--- src/rtl/atu_pkg.sv ---
// Shared types and helpers for the ADC trigger unit.
// Assumes command codes fit in two bits and the source code indexes a live mask.
package atu_pkg;

    typedef enum logic [1:0] {
        CMD_OFF   = 2'd0,
        CMD_ON    = 2'd1,
        CMD_RSVD  = 2'd2,
        CMD_FLUSH = 2'd3
    } atu_cmd_e;

    // Live sources by default: 0..43, 46..56, 61; code 63 is "no event".
    localparam logic [63:0] ATU_LIVE_DEFAULT = 64'h21FF_CFFF_FFFF_FFFF;

    // True when the command allows strobes to leave the block.
    function automatic logic cmd_allows(input logic [1:0] c);
        return c == CMD_ON;
    endfunction

endpackage

--- src/rtl/atu_evt_sync.sv ---
// Multi-stage synchronizer for a bus of asynchronous event lines.
// Assumes each line is a level that stays stable for at least two clocks.
module atu_evt_sync #(
    parameter int LINES  = 64,
    parameter int STAGES = 2
) (
    input  logic             clk,
    input  logic             rst_n,
    input  logic [LINES-1:0] raw_i,
    output logic [LINES-1:0] sync_o
);
    logic [LINES-1:0] stage_q [STAGES];

    generate
        for (genvar s = 0; s < STAGES; s++) begin : g_stage
            if (s == 0) begin : g_first
                // Capture the raw lines into the first flop.
                always_ff @(posedge clk) begin
                    if (!rst_n) stage_q[0] <= '0;
                    else        stage_q[0] <= raw_i;
                end
            end else begin : g_next
                // Pass the previous stage along the chain.
                always_ff @(posedge clk) begin
                    if (!rst_n) stage_q[s] <= '0;
                    else        stage_q[s] <= stage_q[s-1];
                end
            end
        end
    endgenerate

    assign sync_o = stage_q[STAGES-1];
endmodule

--- src/rtl/atu_src_pick.sv ---
// Selects one synchronized event line by source code and reports if the code is live.
// Assumes LIVE_MASK marks the enumerated sources; other codes act like "no event".
module atu_src_pick #(
    parameter int              LINES     = 64,
    parameter int              SEL_W     = $clog2(LINES),
    parameter logic [LINES-1:0] LIVE_MASK = '0
) (
    input  logic [LINES-1:0] lines_i,
    input  logic [SEL_W-1:0] src_i,
    output logic             level_o,
    output logic             live_o
);
    // Mux the chosen line and look the code up in the live mask.
    always_comb begin
        level_o = lines_i[src_i];
        live_o  = LIVE_MASK[src_i];
    end
endmodule

--- src/rtl/atu_edge_qual.sv ---
// Edge detector for the selected line, with polarity choice and a skip cycle
// after any source or polarity change.
// Assumes the line is already synchronized to clk.
module atu_edge_qual (
    input  logic clk,
    input  logic rst_n,
    input  logic level_i,
    input  logic live_i,
    input  logic fall_i,
    input  logic moved_i,
    output logic hit_o
);
    logic hist_q;
    logic skip_q;
    logic rise_w;
    logic fall_w;

    // Keep last cycle's level of whichever line is selected now.
    always_ff @(posedge clk) begin
        if (!rst_n) hist_q <= 1'b0;
        else        hist_q <= level_i;
    end

    // Mark the cycle right after a selection change so its edge is ignored.
    always_ff @(posedge clk) begin
        if (!rst_n) skip_q <= 1'b0;
        else        skip_q <= moved_i;
    end

    // Form the qualified edge for the chosen polarity.
    always_comb begin
        rise_w = level_i & ~hist_q;
        fall_w = ~level_i & hist_q;
        hit_o  = live_i & ~skip_q & (fall_i ? fall_w : rise_w);
    end
endmodule

--- src/rtl/adc_evt_trigger.sv ---
// Event-selectable ADC trigger: stores configuration, synchronizes events,
// picks a line, detects its edge, merges a manual start and issues a
// one-cycle start strobe while the interface is enabled.
// Assumes software waits two cycles after a flush before the next command.
module adc_evt_trigger #(
    parameter int               LINES     = 64,
    parameter int               STAGES    = 2,
    parameter logic [LINES-1:0] LIVE_MASK = atu_pkg::ATU_LIVE_DEFAULT,
    localparam int              SEL_W     = $clog2(LINES)
) (
    input  logic             clk,
    input  logic             rst_n,
    input  logic [LINES-1:0] evt_async,
    input  logic             cfg_we,
    input  logic [SEL_W-1:0] cfg_src,
    input  logic             cfg_fall,
    input  logic [1:0]       cfg_cmd,
    input  logic             man_we,
    output logic [SEL_W-1:0] src_rd,
    output logic             fall_rd,
    output logic [1:0]       cmd_rd,
    output logic             adc_start
);
    import atu_pkg::*;

    localparam logic [SEL_W-1:0] SRC_NONE = {SEL_W{1'b1}};

    logic [SEL_W-1:0] src_q;
    logic             fall_q;
    logic [1:0]       cmd_q;
    logic [LINES-1:0] sync_w;
    logic             level_w;
    logic             live_w;
    logic             moved_w;
    logic             hit_w;
    logic             start_q;

    // Hold the configuration exactly as written.
    always_ff @(posedge clk) begin
        if (!rst_n) begin
            src_q  <= SRC_NONE;
            fall_q <= 1'b0;
            cmd_q  <= CMD_OFF;
        end else if (cfg_we) begin
            src_q  <= cfg_src;
            fall_q <= cfg_fall;
            cmd_q  <= cfg_cmd;
        end
    end

    // Flag a write that changes the line or the polarity.
    always_comb begin
        moved_w = cfg_we && ((cfg_src != src_q) || (cfg_fall != fall_q));
    end

    atu_evt_sync #(
        .LINES (LINES),
        .STAGES(STAGES)
    ) u_sync (
        .clk   (clk),
        .rst_n (rst_n),
        .raw_i (evt_async),
        .sync_o(sync_w)
    );

    atu_src_pick #(
        .LINES    (LINES),
        .SEL_W    (SEL_W),
        .LIVE_MASK(LIVE_MASK)
    ) u_pick (
        .lines_i(sync_w),
        .src_i  (src_q),
        .level_o(level_w),
        .live_o (live_w)
    );

    atu_edge_qual u_edge (
        .clk    (clk),
        .rst_n  (rst_n),
        .level_i(level_w),
        .live_i (live_w),
        .fall_i (fall_q),
        .moved_i(moved_w),
        .hit_o  (hit_w)
    );

    // Register the merged, enable-qualified start strobe.
    always_ff @(posedge clk) begin
        if (!rst_n) start_q <= 1'b0;
        else        start_q <= cmd_allows(cmd_q) & (hit_w | man_we);
    end

    assign src_rd    = src_q;
    assign fall_rd   = fall_q;
    assign cmd_rd    = cmd_q;
    assign adc_start = start_q;
endmodule

--- config.mk ---
export PLATFORM = sky130hd
export DESIGN_NAME = adc_evt_trigger
export DESIGN_NICKNAME = d
export VERILOG_FILES = /design/src/rtl/atu_pkg.sv /design/src/rtl/atu_evt_sync.sv /design/src/rtl/atu_src_pick.sv /design/src/rtl/atu_edge_qual.sv /design/src/rtl/adc_evt_trigger.sv
export SDC_FILE = /design/constraint.sdc
export NUM_CORES = 1
export LEC_CHECK = 0
export BUFFER_PORTS_ARGS = -buffer_cell sky130_fd_sc_hd__buf_4
export CAP_MARGIN = 5
export CORE_MARGIN = 2
export CORE_UTILIZATION = 49
export DETAILED_ROUTE_END_ITERATION = 7
export PLACE_DENSITY = 0.73
export RECOVER_POWER = 100
export SYNTH_ARGS = -nofsm -noshare
export SYNTH_HDL_FRONTEND = slang
export SYNTH_SLANG_ARGS = --single-unit
--- constraint.sdc ---
create_clock -name clk -period 1.8 [get_ports clk]
set_input_delay 0.36 -clock clk [delete_from_list [all_inputs] [get_ports clk]]
set_output_delay 0.36 -clock clk [all_outputs]
set_load 0.03 [all_outputs]
# Yosys cells after proc, flatten, opt, wreduce, memory -nomap -nowiden
# Memories as Yosys holds them, arrays and structs flattened. A register that Yosys moved wholly into a read port is not among the register bits.
# Cells that the tools add are included.
# W data, S select, Z words.
# word_totals
n_memories,2
rom_bits,64
out_inout_bits,10
in_bits,77
register_bits,12
mem_bits_rw,128
# mem_list
memory,words,word_bits,read_ports,rd_clocked_by_memory_dff,write_ports,line_no,rtl
u_sync.stage_q,2,64,2,0,2,atu_evt_sync.sv:12,logic [LINES-1:0] stage_q [STAGES];
(name not given),64,1,1,1,0,atu_src_pick.sv:16,live_o = LIVE_MASK[src_i];
# op_classes
order_cmp,1
n_eq_ne,3
bitwise,11
muxes,10
reduce_logical,2
# ops
operator,n
$mux W64,2
$mux W6,2
$lt A6 B7 Y1 const B,1
$bmux W1 S6,1
$ne A6 B6 Y1,1
$and A1 B1 Y1,5
$mux W1,5
$not A1 Y1,3
$or A1 B1 Y1,3
$eq A2 B1 Y1 const B,1
$logic_and A1 B1 Y1,1
$logic_or A1 B1 Y1,1
$ne A1 B1 Y1,1

# Logic depth before layout (Yosys ltp)
# Gate-level depths: netlist of the first run.
# depth
depth_word,8
depth_mapped,8
depth_no_buf,6

# Modules after synthesis
# A second synthesis of the first run with hierarchy kept.
# unflattened
hier_cells,365
hier_area_um2,4670.7
# by_module_without_submodules
mod,n_inst,area_per_inst_um2,cells_each
atu_evt_sync,1,3550.9,270
atu_src_pick,1,605.6,46
adc_evt_trigger,1,434.2,41
atu_edge_qual,1,80.1,8

# Least setup slack after synthesis of the first run
# Ideal clock, no wire load.
# synth_path
path_kind,reg-to-reg
start,register src_q[0] (netlist: src_rd[0])
end,register start_q (netlist: adc_start)
n_path_buf,2
path_stages_with_launch,9
required_ns,1.684
t_arrival_ns,1.980
setup_slack_ns,-0.297
path_cell_list,dfxtp_1 > buf_6 > buf_12 > mux4_1 > nand2_1 > a32oi_1 > a22oi_2 > mux2i_1 > o21ai_1
# synth_between
elab_chain_len,8
# synth_lines
element,line_no,rtl
"start, declared",adc_evt_trigger.sv:28,logic [SEL_W-1:0] src_q;
"start signal, assigned",adc_evt_trigger.sv:45,src_q <= cfg_src;
$bmux W1 S6 (*),atu_src_pick.sv:15,level_o = lines_i[src_i];
$mux W1 (not written as such) (*),atu_src_pick.sv:15,
$not A1 Y1,atu_edge_qual.sv:33,fall_w = ~level_i & hist_q;
$and A1 B1 Y1,atu_edge_qual.sv:33,
$mux W1 (*),atu_edge_qual.sv:34,hit_o = live_i & ~skip_q & (fall_i ? fall_w : rise_w);
$and A1 B1 Y1 (*),atu_edge_qual.sv:34,
$or A1 B1 Y1 (*),adc_evt_trigger.sv:90,else start_q <= cmd_allows(cmd_q) & (hit_w | man_we);
$and A1 B1 Y1 (*),adc_evt_trigger.sv:90,
"end signal, assigned",adc_evt_trigger.sv:90,
"end, declared",adc_evt_trigger.sv:36,logic start_q;
# Mark *: on every way between the ends. The rest lies on a longest branch, timed or not. The select of a mux whose other input is x is not followed.
# A chain may end at the register's enable or synchronous reset.

# Worst setup path after layout of the first run
# Same ends and word-level chain as after synthesis.

==> impl_metrics.py, run 1 <==
metrics = {
    "status": {
        "status": "finished, violations left",
        "violations": "negative setup slack",
    },
    "worst_setup_path": {
        "worst-path-buf-inv": 1,
        "reg2reg_depth": 7,
        "rr_endpoint": "adc_start$_SDFF_PN0_",
        "endpoint_kind": "register",
        "cp_common_cell": "mux2i_1",
        "rr_startpoint": "src_rd[0]$_SDFFE_PN1P_",
        "path_class": "register to register",
        "worstPathRequired_ps": 2200,
        "critPathLaunch": "src_rd[0]$_SDFFE_PN1P_",
        "path_max_fanout": 5,
        "r2r_slack_ps": -160,
        "max_stage_delay_ps": 560,
        "path_delay_family": "multiplexers",
        "crit_chain": "buf_12 -> mux4_1 -> mux2i_1 -> a221oi_2 -> a22oi_2 -> mux2i_1 -> o21ai_1",
        "cp_slowest_cell": "mux4_1",
        "worstSetupStartpointType": "register",
        "worstPathArrival_ps": 2360,
    },
    "layout": {
        "drive_gt1_share_pct": 29.61,
        "multi_input_area_um2": 1675,
        "seq_area_um2": 2826,
        "area_growth_syn_to_layout_pct": 29.80,
        "n_antenna_cell": 0,
        "nets": 548,
        "n_fill_cell": 695,
        "final_cell_count_no_fill": 594,
    },
    "die": {
        "rows": 35,
        "die_w_um": 101.0,
        "die_y_um": 101.0,
        "die-area_um2": 10210,
        "initial_core_util_pct": 50.18,
        "core_area_um2": 9196,
        "pin_count": 87,
    },
    "worst_hold_path": {
        "hp-start": "evt_async[39]",
        "worstHoldPathType": "input pin to register",
        "hold_path_depth": 2,
        "hold_end": "u_sync.stage_q[0][39]$_SDFF_PN0_",
    },
    "sta": {
        "worstMarginPinSlew_ps": 1400,
        "hold_violations": 0,
        "setup_viol": 2,
        "layout_worst_path_cycle_share_pct": 109.0,
        "grt_setup_unrepaired": "true",
        "setup_tns_ps": -291.9,
        "relSlewSlack_pct": 6.694,
        "clock.fmax_mhz": 509.7,
        "drv_slew": 0,
        "period_minus_slack_ps": 1962,
        "fin_skew_ps": 6.855,
        "setup_ws_ps": -162.0,
    },
    "clock_network": {
        "cts.sinks": 141,
        "clkTransAtPathRegs_ps": 60,
        "cts_hold_buf": 0,
        "cts_tree": "yes",
        "clk_latency_ps": 510,
        "cts_made_buffers": 17,
        "ctsHtreeMaxLevel": 4,
        "cts_root_buffer": "clkbuf_8",
        "clockBufferDepth": 2,
    },
    "placement": {
        "dp_hpwl_um": 5170,
        "place_inst": 558,
        "portBuffers": 86,
        "gp_congestion": 0.7892,
    },
    "synth": {
        "syn_nets": 451,
        "ys_types": 36,
        "postSynth.asyncResetShare_pct": 0,
        "syn_inst": 374,
        "synthFlopType": "dfxtp_1",
        "synth.cell_area_um2": 4614,
        "synth_edf_count": 0,
        "syn_avg_cell_area_um2": 12.34,
        "ys_seq_area_share_pct": 61.17,
        "ys_warn_count": 0,
        "ys_ff_latch": 141,
    },
    "route": {
        "avgRoutedWirePerCell_um": 13.66,
        "viasPerCell": 4.694,
        "drt_iter0_drc": 83,
        "drc": 0,
        "vias": 2788,
        "drt_first_pass_iters": 4,
        "antenna_left": 0,
        "wirelength_um": 8112,
    },
    "pwr": {
        "power_w": 0.007177,
        "p_leak_nw": 2.640,
        "ir_worst_vdd_v": 0.0005350,
        "p_per_area_nw_per_um2": 1198,
    },
    "grt": {
        "grt_pass1_wl_um": 12900,
        "grt_max_degree": 66,
        "first_global_vias": 2822,
        "grt_usage_pct": 16.85,
        "grt_remaining_overflow": 0,
        "antenna_found_initial": 0,
    },
    "run": {
        "cap_violations": 0,
    },
}
-- state kept, by name, summed over array words and instances (netlist names) --
| register | count |
|---|---|
| adc_start | 1 |
| cmd_rd | 2 |
| fall_rd | 1 |
| src_rd | 6 |
| u_edge.hist_q | 1 |
| u_edge.live_i | 1 |
| u_edge.skip_q | 1 |
| u_sync.stage_q | 128 |
-- kinds of logic after synthesis --
group           synth area share [%]
compound gates                 2.305
buf+inv                        2.738
mux                            11.93
xor+xnor                       1.329
simple gates                   20.53
flops                          61.17
-- metal layers --
metal / global-route usage (%) / share of wire (%) / vias to the layer above
li1: - / - / 1422
met1: 19.40 / 42 / 1277
met2: 27.51 / 50 / 77
met3: 6.380 / 5.6 / 12
met4: 8.316 / 2.0 / 0
met5: 0 / 0 / -
-- Yosys cell counts, types with 2 or more instances --
master,instances,area [µm²]
and2b_1,2,15.01
mux2i_1,16,160.2
dfxtp_1,141,2823
mux4_2,4,90.09
and2_1,130,813.3
xnor2_1,3,26.28
nor2_1,5,18.77
nor2b_1,4,25.02
mux4_1,11,289.0
o211ai_1,3,22.52
xor2_1,4,35.03
clkbuf_1,15,56.30
nand2_1,11,41.29
buf_4,2,15.01
a221oi_1,2,17.52
-- worst max path at each step --
stage	depth (start not counted)	to
floorplan	8	adc_start$_SDFF_PN0_
global placement	6	adc_start$_SDFF_PN0_
detailed placement	6	adc_start$_SDFF_PN0_
CTS	7	adc_start$_SDFF_PN0_
global route	7	adc_start$_SDFF_PN0_
finish	7	adc_start$_SDFF_PN0_
-- layout make-up --
type / instances / share of cell area (%)
multi-input cells: 209 / 27.97
clock buffers: 19 / 7.395
inverters: 2 / 0.1253
repair buffers: 100 / 12.78
clock inverters: 12 / 2.214
well taps: 111 / 2.319
flip-flops and latches: 141 / 47.19
-- metrics by stage --
stage / utilization [%] / setup slack (ps) / hold WS [ps] / area, µm²
2_1_floorplan: - / -128.9 / 411.9 / 4622
5_1_grt: 65.13 / -233.7 / 31.58 / 5989
3_3_place_gp: 58.19 / -198.7 / 417.5 / 5351
4_1_cts: 65.37 / -179.2 / 33.89 / 6012
3_5_place_dp: 58.19 / -240.5 / 417.7 / 5351
6_report: 65.13 / -162.0 / 53.77 / 5989
-- layout by cell type, fill, tap and decap left out, types with 2 or more instances in the layout --
cell	netlist	final
and2_0	0	9
bufinv_16	0	2
clkbuf_2	0	2
xnor2_1	3	3
clkinvlp_4	0	3
clkbuf_1	15	6
buf_4	2	87
nor2b_1	4	4
dfxtp_1	141	140
xor2_1	4	4
clkbuf_16	0	17
mux2i_1	16	15
o211ai_1	3	3
nand2_1	11	11
mux4_1	11	6
nor2_1	5	5
inv_6	0	4
clkinv_2	0	3
buf_12	1	3
and2b_1	2	2
and2_1	130	121
a221oi_2	0	2
mux4_2	4	9
-- power breakdown --
part / total, W / switching [W] / leakage, nW / internal (W)
clock network: 0.00333 / 0.00128 / 0.276 / 0.00205
registers: 0.00333 / 0.0000580 / 1.17 / 0.00328
logic: 0.000514 / 0.000208 / 1.20 / 0.000306
total: 0.00718 / 0.00154 / 2.64 / 0.00563
-- what timing repair did --
action,4_1_cts,5_1_grt
resized for setup,8,6
buffers inserted,5,0
pin swaps,3,3
gates cloned,0,0
endpoints found under the hold margin,0,0
setup endpoints to repair,2,2
No activity file was read; power rests on OpenSTA's default activity.
==> inputs of run 2 (changes only) <==
CORE_MARGIN = default   (was 2)
==> run 2 against run 1 <==
Critical path type unchanged. Via count is 0.39% lower. Sequential share of layout area grew 0.19 points. Largest cell class unchanged. Clock-buffer cell count unchanged. Total power increased by 2.1%. The flow still finishes with violations (negative setup slack). Hold slack lost 4.7 ps. Clock power is 5% higher.
==> impl_metrics.py, run 2 (synthesis results as in run 1) <==
metrics = {
    "status": {
        "status": "finished, violations left",
        "violations": "negative setup slack",
    },
    "route": {
        "avgRoutedWirePerCell_um": 12.97,
        "antenna_left": 0,
        "drc": 0,
        "drt_first_pass_iters": 4,
        "vias": 2777,
        "drt_iter0_drc": 92,
        "viasPerCell": 4.691,
        "wirelength_um": 7679,
    },
    "worst_setup_path": {
        "worst-path-buf-inv": 1,
        "rr_endpoint": "adc_start$_SDFF_PN0_",
        "path_delay_family": "multiplexers",
        "path_class": "register to register",
        "critPathLaunch": "src_rd[0]$_SDFFE_PN1P_",
        "r2r_slack_ps": -180,
        "worstPathRequired_ps": 2200,
        "worstPathArrival_ps": 2380,
        "path_max_fanout": 10,
        "max_stage_delay_ps": 540,
        "worstSetupStartpointType": "register",
        "crit_chain": "buf_12 -> mux4_1 -> mux2i_1 -> a221oi_1 -> a22oi_2 -> mux2i_1 -> o21ai_1",
        "critPathCapture": "adc_start$_SDFF_PN0_",
        "cp_slowest_cell": "mux4_1",
        "reg2reg_depth": 7,
        "cp_num_cells": 7,
        "cp_common_cell": "mux2i_1",
        "rr_startpoint": "src_rd[0]$_SDFFE_PN1P_",
        "endpoint_kind": "register",
    },
    "placement": {
        "gp_congestion": 0.7602,
        "portBuffers": 86,
        "dp_hpwl_um": 5276,
    },
    "sta": {
        "hold_violations": 0,
        "grt_setup_unrepaired": "true",
        "drv_slew": 0,
        "setup_viol": 2,
        "setup_ws_ps": -178.0,
        "clock.fmax_mhz": 505.6,
        "fin_skew_ps": 8.266,
        "relSlewSlack_pct": 38.54,
        "whs_ps": 49.03,
        "worstMarginPinSlew_ps": 921.9,
        "layout_worst_path_cycle_share_pct": 109.9,
        "period_minus_slack_ps": 1978,
    },
    "pwr": {
        "p_per_area_nw_per_um2": 1228,
        "p_leak_nw": 2.591,
        "ir_worst_vdd_v": 0.0006825,
        "power_w": 0.007325,
    },
    "grt": {
        "antenna_found_initial": 0,
        "grt.met1_usage_pct": 19.60,
        "grt_pass1_wl_um": 12750,
        "use_met2_pct": 29.21,
        "first_global_vias": 2821,
        "grt_busiest_layer": "met2",
        "grt_use_met3_pct": 6.667,
        "grt_remaining_overflow": 0,
        "grt_usage_pct": 17.49,
        "grt_max_degree": 68,
    },
    "layout": {
        "regMostFlops": "u_sync.stage_q",
        "n_antenna_cell": 0,
        "final_common_cell": "dfxtp_1",
        "nets": 545,
        "layout_common_cells": "dfxtp_1 (140), buf_4 (87), and2_1 (76)",
        "largest_register_ffs": 128,
        "drive_gt1_share_pct": 29.11,
        "area_growth_syn_to_layout_pct": 29.28,
    },
    "clock_network": {
        "cts_tree": "yes",
        "ctsHtreeMaxLevel": 4,
        "clk_latency_ps": 510,
        "cts_root_buffer": "clkbuf_8",
        "cts.sinks": 141,
        "clockBufferDepth": 2,
        "clkTransAtPathRegs_ps": 70,
        "cts_made_buffers": 17,
        "cts_hold_buf": 0,
    },
    "die": {
        "pin_count": 87,
        "die_w_um": 99.04,
        "die-area_um2": 9809,
        "initial_core_util_pct": 50.18,
        "rows": 35,
        "die_y_um": 99.04,
        "core_area_um2": 9196,
    },
    "run": {
        "cap_violations": 0,
    },
    "worst_hold_path": {
        "worstHoldPathType": "input pin to register",
    },
}
[run 2: changes by cell type in the layout (fill, tap and decap cells not counted), sizes merged]
cell / previous run / this run
clkinvlp: 3 / 2
clkinv: 4 / 2
inv: 5 / 9
buf: 92 / 89
[run 2: area by class of cell]
cell class	instances	area, µm²
clock buffers	19	441.7
clock inverters	13	171.4
fillers	716	3231
inverters	2	7.507
multi-input cells	209	1653
flip-flops and latches	141	2826
well taps	111	138.9
repair buffers	97	726.9
[run 2: worst register-to-register path, stage by stage, from the launching register on]
cell	delay, ps
dfxtp_4	390
buf_12	150
mux4_1	540
mux2i_1	160
a221oi_1	130
a22oi_2	200
mux2i_1	230
o21ai_1	80
[run 2: stage by stage]
stage | util [%] | setup WS [ps] | cell area (µm²) | TNS [ps] | std cells
detailed placement | 58.54 | -211.1 | 5384 | -363.1 | 559
global route | 64.87 | -265.1 | 5966 | -460.4 | 592
CTS | 65.20 | -193.6 | 5996 | -319.2 | 591
global placement | 58.54 | -121.8 | 5384 | -197.2 | 559
finish | 64.87 | -178.0 | 5966 | -292.1 | 592
floorplan | - | -128.9 | 4622 | -228.9 | 374
[run 2: worst min path at each step]
stage | from | endpoint | slack, ps | cells after the start
2_1_floorplan | u_sync.stage_q[0][0]$_SDFF_PN0_ | u_sync.stage_q[1][0]$_SDFF_PN0_ | 410 | 1
3_3_place_gp | u_sync.stage_q[0][18]$_SDFF_PN0_ | u_sync.stage_q[1][18]$_SDFF_PN0_ | 420 | 1
3_5_place_dp | u_sync.stage_q[0][52]$_SDFF_PN0_ | u_sync.stage_q[1][52]$_SDFF_PN0_ | 420 | 1
4_1_cts | evt_async[5] | u_sync.stage_q[0][5]$_SDFF_PN0_ | 30 | 2
5_1_grt | evt_async[28] | u_sync.stage_q[0][28]$_SDFF_PN0_ | 30 | 2
6_report | evt_async[5] | u_sync.stage_q[0][5]$_SDFF_PN0_ | 50 | 2
[run 2: layer usage]
metal  wire, µm  up-vias  part of all wire (%)
met2       3823       68                    50
met3        369       15                   4.8
met1       3314     1285                    43
li1           -     1409                     -
met5          0        -                     0
met4        171        0                   2.2
[run 2: report_power, final]
group / leakage, nW / internal, W / switching, W
combinational: 1.13 / 0.000291 / 0.000204
clock: 0.297 / 0.00211 / 0.00139
sequential: 1.17 / 0.00327 / 0.0000508
total: 2.59 / 0.00568 / 0.00165
[run 2: timing repair]
action	in CTS	in global routing
resized for setup	3	5
pin swaps	2	1
setup buffers	0	1
setup endpoints to repair	2	2
